File: config.mk
export PLATFORM = sky130hd
export DESIGN_NAME = ts_dma_collector
export DESIGN_NICKNAME = d
export VERILOG_FILES = /design/src/rtl/ts_dma_pkg.sv /design/src/rtl/ts_dma_regs.sv /design/src/rtl/ts_dma_seq.sv /design/src/rtl/ts_dma_addr.sv /design/src/rtl/ts_dma_collector.sv
export SDC_FILE = /design/constraint.sdc
export NUM_CORES = 1
export LEC_CHECK = 0
export CAP_MARGIN = 0
export CELL_PAD_IN_SITES_DETAIL_PLACEMENT = 1
export CELL_PAD_IN_SITES_GLOBAL_PLACEMENT = 1
export CORE_MARGIN = 2
export CORE_UTILIZATION = 35
export DETAILED_ROUTE_END_ITERATION = 10
export PLACE_DENSITY = 0.88
export REMOVE_ABC_BUFFERS = 1
export SETUP_SLACK_MARGIN = 0.15
export SKIP_LAST_GASP = 1
export SLEW_MARGIN = 30
export SYNTH_ARGS = -nofsm -noshare
export SYNTH_HDL_FRONTEND = slang
export SYNTH_SLANG_ARGS = --single-unit
File: constraint.sdc
create_clock -name clk -period 2.7 [get_ports clk]
set_input_delay 0.54 -clock clk [delete_from_list [all_inputs] [get_ports clk]]
set_output_delay 0.54 -clock clk [all_outputs]
set_load 0.005 [all_outputs]
File: src/rtl/ts_dma_pkg.sv
package ts_dma_pkg;

    localparam int REG_AW  = 6;
    localparam int CNT_W   = 8;
    localparam int THR_W   = 7;

    localparam logic [REG_AW-1:0] OFF_BASE = 6'h20;
    localparam logic [REG_AW-1:0] OFF_CTRL = 6'h24;

    // control/status bit positions
    localparam int B_CNT_LO = 24;
    localparam int B_MDE    = 17;
    localparam int B_DE     = 16;
    localparam int B_RUN    = 15;
    localparam int B_MOVR   = 14;
    localparam int B_MAF    = 13;
    localparam int B_MLK    = 12;
    localparam int B_OVR    = 11;
    localparam int B_AF     = 10;
    localparam int B_LK     = 9;
    localparam int B_ACK    = 8;

    typedef enum logic [1:0] {
        ST_OFF,
        ST_IDLE,
        ST_XFER,
        ST_DROP
    } cap_state_e;

    typedef struct packed {
        logic de;
        logic ovr;
        logic af;
        logic lk;
    } src_bits_t;

endpackage

File: src/rtl/ts_dma_regs.sv
module ts_dma_regs
    import ts_dma_pkg::*;
#(
    parameter int AW       = 32,
    parameter int BUF_PKTS = 8
) (
    input  logic              clk,
    input  logic              rst_n,
    input  logic              reg_we,
    input  logic [REG_AW-1:0] reg_addr,
    input  logic [31:0]       reg_wdata,
    output logic [31:0]       reg_rdata,
    input  logic              lock_in,
    input  logic              pkt_done,
    input  logic [CNT_W-1:0]  done_count,
    input  logic [CNT_W-1:0]  pkt_count,
    input  logic              ovr_evt,
    output logic [AW-1:0]     base_addr,
    output logic [AW-1:0]     load_val,
    output logic              base_load,
    output logic              run,
    output logic              irq,
    output logic              st_de,
    output logic              st_ovr
);

    localparam logic [THR_W-1:0] THR_RST  = THR_W'(BUF_PKTS / 2);
    localparam logic [CNT_W-1:0] AF_LEVEL = CNT_W'(BUF_PKTS - 1);

    src_bits_t        mask_q;
    src_bits_t        stat_q;
    src_bits_t        stat_set;
    logic [THR_W-1:0] thr_q;
    logic             ctrl_we;
    logic             ack;
    logic             unused_wbits;

    assign base_load    = reg_we && (reg_addr == OFF_BASE);
    assign ctrl_we      = reg_we && (reg_addr == OFF_CTRL);
    assign ack          = ctrl_we && reg_wdata[B_ACK];
    assign load_val     = {reg_wdata[AW-1:2], 2'b00};
    assign unused_wbits = ^{reg_wdata[23:18], reg_wdata[7]};

    always_comb begin
        stat_set.de  = pkt_done && (done_count == CNT_W'(thr_q));
        stat_set.ovr = ovr_evt;
        stat_set.af  = pkt_done && (done_count == AF_LEVEL) && !mask_q.af;
        stat_set.lk  = lock_in && !mask_q.lk;
    end

    always_ff @(posedge clk or negedge rst_n) begin
        if (!rst_n) begin
            base_addr <= '0;
            mask_q    <= '1;
            run       <= 1'b0;
            thr_q     <= THR_RST;
            stat_q    <= '0;
        end else begin
            if (base_load) begin
                base_addr <= load_val;
            end
            if (ctrl_we) begin
                mask_q.de  <= reg_wdata[B_MDE];
                mask_q.ovr <= reg_wdata[B_MOVR];
                mask_q.af  <= reg_wdata[B_MAF];
                mask_q.lk  <= reg_wdata[B_MLK];
                run        <= reg_wdata[B_RUN];
                thr_q      <= reg_wdata[THR_W-1:0];
            end
            stat_q <= (ack ? '0 : stat_q) | stat_set;
        end
    end

    assign st_de  = stat_q.de;
    assign st_ovr = stat_q.ovr;
    assign irq    = (stat_q.de && !mask_q.de) || (stat_q.ovr && !mask_q.ovr);

    always_comb begin
        reg_rdata = '0;
        case (reg_addr)
            OFF_BASE: reg_rdata = 32'(base_addr);
            OFF_CTRL: begin
                reg_rdata[31:B_CNT_LO]  = pkt_count;
                reg_rdata[B_MDE]        = mask_q.de;
                reg_rdata[B_DE]         = stat_q.de;
                reg_rdata[B_RUN]        = run;
                reg_rdata[B_MOVR]       = mask_q.ovr;
                reg_rdata[B_MAF]        = mask_q.af;
                reg_rdata[B_MLK]        = mask_q.lk;
                reg_rdata[B_OVR]        = stat_q.ovr;
                reg_rdata[B_AF]         = stat_q.af;
                reg_rdata[B_LK]         = stat_q.lk;
                reg_rdata[THR_W-1:0]    = thr_q;
            end
            default: reg_rdata = '0;
        endcase
    end

endmodule

File: src/rtl/ts_dma_seq.sv
module ts_dma_seq
    import ts_dma_pkg::*;
#(
    parameter int PKT_WORDS = 47,
    parameter int BUF_PKTS  = 8
) (
    input  logic             clk,
    input  logic             rst_n,
    input  logic             run,
    input  logic             base_load,
    input  logic             in_valid,
    input  logic             in_sop,
    output logic             in_ready,
    input  logic             mem_ready,
    output logic             mem_valid,
    output logic             take,
    output logic             pkt_done,
    output logic             ovr_evt,
    output logic             full,
    output logic [CNT_W-1:0] pkt_count,
    output logic [CNT_W-1:0] done_count
);

    localparam int               WIDX_W   = $clog2(PKT_WORDS);
    localparam logic [WIDX_W-1:0] LAST_IDX = WIDX_W'(PKT_WORDS - 1);
    localparam logic [CNT_W-1:0]  FULL_CNT = CNT_W'(BUF_PKTS);

    cap_state_e        st, nxt;
    logic [WIDX_W-1:0] widx;
    logic              last;
    logic              wr_sel;
    logic              hs;

    assign last       = (widx == LAST_IDX);
    assign full       = (pkt_count >= FULL_CNT);
    assign done_count = pkt_count + 1'b1;

    // state register
    always_ff @(posedge clk or negedge rst_n) begin
        if (!rst_n) begin
            st <= ST_OFF;
        end else begin
            st <= nxt;
        end
    end

    // next state and outputs
    always_comb begin
        nxt     = st;
        wr_sel  = 1'b0;
        ovr_evt = 1'b0;
        unique case (st)
            ST_OFF: begin
                nxt = ST_IDLE;
            end
            ST_IDLE: begin
                wr_sel = in_sop && !full;
                if (in_valid && in_sop) begin
                    if (full) begin
                        ovr_evt = run;
                        nxt     = ST_DROP;
                    end else if (mem_ready) begin
                        nxt = ST_XFER;
                    end
                end
            end
            ST_XFER: begin
                wr_sel = 1'b1;
                if (in_valid && mem_ready && last) begin
                    nxt = ST_IDLE;
                end
            end
            ST_DROP: begin
                if (in_valid && last) begin
                    nxt = ST_IDLE;
                end
            end
            default: nxt = ST_OFF;
        endcase
        if (!run) begin
            nxt = ST_OFF;
        end else if (base_load && (nxt == ST_XFER)) begin
            nxt = ST_DROP;
        end
    end

    assign mem_valid = run && wr_sel && in_valid;
    assign in_ready  = (run && wr_sel) ? mem_ready : 1'b1;
    assign take      = mem_valid && mem_ready;
    assign pkt_done  = take && (st == ST_XFER) && last;
    assign hs        = in_valid && in_ready;

    // word index and packet count
    always_ff @(posedge clk or negedge rst_n) begin
        if (!rst_n) begin
            widx      <= '0;
            pkt_count <= '0;
        end else begin
            if (!run || (st == ST_OFF)) begin
                widx <= '0;
            end else if (hs) begin
                if (st == ST_IDLE) begin
                    widx <= in_sop ? WIDX_W'(1) : '0;
                end else begin
                    widx <= last ? '0 : widx + 1'b1;
                end
            end
            if (!run || base_load) begin
                pkt_count <= '0;
            end else if (pkt_done && !full) begin
                pkt_count <= done_count;
            end
        end
    end

endmodule

File: src/rtl/ts_dma_addr.sv
module ts_dma_addr #(
    parameter int AW         = 32,
    parameter int WORD_BYTES = 4
) (
    input  logic          clk,
    input  logic          rst_n,
    input  logic          load,
    input  logic [AW-1:0] load_val,
    input  logic          hold,
    input  logic [AW-1:0] base_addr,
    input  logic          step,
    output logic [AW-1:0] ptr
);

    localparam logic [AW-1:0] STEP = AW'(WORD_BYTES);

    always_ff @(posedge clk or negedge rst_n) begin
        if (!rst_n) begin
            ptr <= '0;
        end else if (load) begin
            ptr <= load_val;
        end else if (hold) begin
            ptr <= base_addr;
        end else if (step) begin
            ptr <= ptr + STEP;
        end
    end

endmodule

File: src/rtl/ts_dma_collector.sv
module ts_dma_collector
    import ts_dma_pkg::*;
#(
    parameter int AW        = 32,
    parameter int PKT_WORDS = 47,
    parameter int BUF_PKTS  = 8
) (
    input  logic        clk,
    input  logic        rst_n,
    input  logic        reg_we,
    input  logic [5:0]  reg_addr,
    input  logic [31:0] reg_wdata,
    output logic [31:0] reg_rdata,
    input  logic        lock_in,
    input  logic        in_valid,
    input  logic        in_sop,
    input  logic [31:0] in_data,
    output logic        in_ready,
    output logic        mem_valid,
    input  logic        mem_ready,
    output logic [31:0] mem_addr,
    output logic [31:0] mem_data
    ,
    output logic        irq
);

    logic [AW-1:0]    base_addr;
    logic [AW-1:0]    load_val;
    logic [AW-1:0]    ptr;
    logic             base_load;
    logic             run;
    logic             take;
    logic             pkt_done;
    logic             ovr_evt;
    logic             seq_full;
    logic [CNT_W-1:0] pkt_count;
    logic [CNT_W-1:0] done_count;
    logic             st_de;
    logic             st_ovr;

    ts_dma_regs #(
        .AW       (AW),
        .BUF_PKTS (BUF_PKTS)
    ) u_regs (
        .clk        (clk),
        .rst_n      (rst_n),
        .reg_we     (reg_we),
        .reg_addr   (reg_addr),
        .reg_wdata  (reg_wdata),
        .reg_rdata  (reg_rdata),
        .lock_in    (lock_in),
        .pkt_done   (pkt_done),
        .done_count (done_count),
        .pkt_count  (pkt_count),
        .ovr_evt    (ovr_evt),
        .base_addr  (base_addr),
        .load_val   (load_val),
        .base_load  (base_load),
        .run        (run),
        .irq        (irq),
        .st_de      (st_de),
        .st_ovr     (st_ovr)
    );

    ts_dma_seq #(
        .PKT_WORDS (PKT_WORDS),
        .BUF_PKTS  (BUF_PKTS)
    ) u_seq (
        .clk        (clk),
        .rst_n      (rst_n),
        .run        (run),
        .base_load  (base_load),
        .in_valid   (in_valid),
        .in_sop     (in_sop),
        .in_ready   (in_ready),
        .mem_ready  (mem_ready),
        .mem_valid  (mem_valid),
        .take       (take),
        .pkt_done   (pkt_done),
        .ovr_evt    (ovr_evt),
        .full       (seq_full),
        .pkt_count  (pkt_count),
        .done_count (done_count)
    );

    ts_dma_addr #(
        .AW (AW)
    ) u_addr (
        .clk       (clk),
        .rst_n     (rst_n),
        .load      (base_load),
        .load_val  (load_val),
        .hold      (!run),
        .base_addr (base_addr),
        .step      (take),
        .ptr       (ptr)
    );

    assign mem_addr = 32'(ptr);
    assign mem_data = in_data;

endmodule

==> results.md <==
- Total power: a little over 4 mW
- Cells after DPL: 981
- Starting Density: 0.359
- First-pass GRT wire length: roughly 35000 um
- # fillers: 1951
- Synth-to-layout area growth: 31.8%
- Tcrit/Tclk final: 0.961
- IO Count: around 180
- Leak: 3.48 nW
- TritonCTS buffer count: 9
- Initial antenna violation count: 1
- Clock Latency Late Sink: 0.36 ns
- Routability cong.: 0.899
- Number of remaining DRC errors: 0
- First drt pass iteration count: 5
- Hold violation total from the final report: 0
- Setup crit start kind: primary input
- Setup CP Type: primary input to output pin
- Worst EP required: 2.16 ns
- Worst-path maximum fanout: 4
- Fin util: 0.473
- Top-count cell post-synth: nand2_1
- # diodes: 0
- Setup crit end kind: output pin
- Number of global-route vias before repair: approximately 6.2k
- Worst Max-Slew Pin Slew: around 0.52 ns
- Die width: 134 um
- Logic pwr share: 0.238
- Post-synth EDFFs: 0
- Mapped Area: 5950 um2
- Final nets: between 800 and 900
- Die area: 18000 um2
- TritonCTS clock tree: done
- Max Freq: 385 MHz
- Avg WL per Cell: 22.3 um
- CTS root buf: clkbuf_16
- Clk pwr share: 0.322
- Worst Hold Class: register to register
- Area leader, netlist: dfrtp_1
- Clock Sink Count: 92
- Worst reg2reg setup slack: ~0.45 ns
- Setup violators final: 0
- Layout Skew: around 0.012 ns
- Synth area leaders: dfrtp_1 37%, nand2_1 7.7%, buf_4 4.5%, mux2i_1 4.2%, nor2_1 3.3%
- Top-area cell type share of the netlist area: 0.366
- Unrepaired setup endpoints after global routing: true
- Row count: 47
- Total gr overflow: 0
- Fin crit period: between 2 and 3 ns
- Sw Pwr: ~1.3 mW
- Routed wire length: 22800 um
- Max Cap Violations: 0
- Async S/R FF share, synth: 1.00
- Die height: ~130 um
- Share of cells above drive strength 1: 0.200
- Synth cell count leaders: 122 x nand2_1, 87 x dfrtp_1, 53 x nor2_1, 36 x buf_4, 26 x o21ai_0
- Clock Path Buffers: 2
- Total vias in the final route: 5856
- Slew margin rel.: 0.655
- Status: completed
- Layout Cells excl Fill: between 1k and 1.5k
- First DRT Iteration DRCs: between 300 and 400
- Total GRT Usage: 0.254
- Yosys reg bits: slightly above 90
- CTS clk-pin slew, worst paths: about 0.07 ns
- Part of the power in registers: 0.440
- Most used DFF post-synth: dfrtp_1
- Antenna Nets Post-Route: 0
- Pwr/cell area: around 530 nW/um2
- Gate Count Post-Synth: ~670
- PortBufs: between 100 and 150
- Yosys cell types: 81
- CTS H-tree depth: 3
- Post-DP HPWL: between 15000 and 20000 um
- Core Area: around 17000 um2
- Seq/Total Area, Yosys: 0.388
- Internal: between 2 and 3 mW
- Critical path arrival: 2.05 ns
- Largest net degree at the start of global routing: 55
- Maximum VDD drop: a little over 0.3 mV
- Mean Syn Cell Area: between 8 and 9 um2
- Switching Fraction: 0.318
- Vias/cell: 5.73
- Ys Warns: 0
- Fin. max-slew vios: 0
logic make-up after synthesis:
kind of cell	synth area share
xor gates and xnor gates	0.0362
AOI/OAI and AO/OA	0.164
other	0.000631
buffers and inverters	0.0793
muxes	0.0648
adders and majority gates	0.0231
and+or+nand+nor	0.243
DFF	0.388
repair_timing:
item,in CTS,in global routing
endpoints found under the setup margin,34,31
hold buffers,1,0
setup buffers,20,3
hold endpoints to repair,5,0
pin swaps,5,2
gates cloned,1,0
resized for setup,100,27
power groups by stage:
stage	sequential [mW]	clock (mW)	combinational, mW
2_1_floorplan	1.77	0	0.418
3_3_place_gp	1.82	0	0.909
3_5_place_dp	1.83	0	0.944
4_1_cts	1.81	1.34	0.974
5_1_grt	1.84	1.39	1.07
6_report	1.82	1.33	0.984
per-stage QoR:
stage	hold WS, ns	area [um2]	setup slack (ns)	TNS (ns)
finish	0.487	7840	0.106	0
global route	0.516	7840	0.0531	0
CTS	0.485	7790	0.0276	0
detailed placement	0.377	7350	-0.276	-6.18
global placement	0.368	7350	-0.232	-4.62
floorplan	0.244	5540	-0.858	-29.11
metal layers:
metal	global-route usage	share of wire	wire (um)	vias up
met5	0	0.00057	13	-
met4	0.0842	0.030	693	2
met3	0.0839	0.072	1640	53
met2	0.421	0.49	11100	262
met1	0.312	0.41	9280	2929
li1	-	-	-	2610
final cells by class:
class,instances,area (um2),share of cell area
well taps,220,275,0.0351
flip-flops and latches,92,2310,0.295
repair buffers,182,1650,0.210
clock inverters,6,63.8,0.00814
multi-input cells,496,3240,0.414
clock buffers,10,239,0.0305
inverters,16,60.1,0.00766
state kept, by name (all words and copies together) (netlist names):
signal            cells
u_regs.st_ovr         1
u_regs.base_addr     30
u_regs.mask_q         4
u_regs.stat_q         2
u_regs.st_de          1
u_seq.st              2
u_regs.run            1
u_addr.ptr           30
u_seq.pkt_count       8
u_regs.thr_q          7
u_seq.widx            6
placed cells by master (no fill, tap or decap), types with 4 or more instances in the layout:
cell type / instances
and3_1: 9
buf_4: 60
or3_1: 6
nand2b_1: 6
a31oi_1: 7
clkdlybuf4s50_1: 68
buf_12: 7
a211o_1: 4
buf_6: 9
clkbuf_16: 9
xor2_1: 11
dfrtp_1: 87
nor3_1: 9
nor2_2: 6
o21ai_0: 26
a21oi_1: 20
o31ai_1: 9
nand3_1: 23
buf_2: 11
a211oi_1: 6
and2_1: 5
a2bb2oi_1: 8
and2_4: 6
dlygate4sd2_1: 14
mux2_1: 10
inv_1: 15
mux2i_1: 25
nand2_1: 121
dfstp_2: 5
clkdlybuf4s15_1: 4
a22oi_1: 8
clkbuf_2: 7
o211ai_1: 6
ha_1: 9
xnor2_1: 11
nor2_1: 47
nand4_1: 15
critical path: stages:
cell	delay [ns]
clkdlybuf4s15_2	0.19
nor3_2	0.17
buf_4	0.14
nand3b_1	0.18
nor2_2	0.18
buf_6	0.13
buf_6	0.11
buf_4	0.09
and2_4	0.13
clkdlybuf4s15_1	0.19
worst paths after layout:
| path | startpoint | to | cells after the start |
|---|---|---|---|
| min in group asynchronous | rst_n | u_seq.widx[1] | 2 |
| max in group asynchronous | rst_n | u_addr.ptr[18] | 3 |
| worst max-delay path | reg_addr[3] | reg_rdata[7] | 10 |
| worst max register to register | u_seq.st[0] | u_addr.ptr[22] | 9 |
| worst min-delay path | u_seq.widx[5] | u_seq.widx[5] | 1 |
| worst min register to register | u_seq.widx[5] | u_seq.widx[5] | 1 |
(Power assumes the default switching activity.)
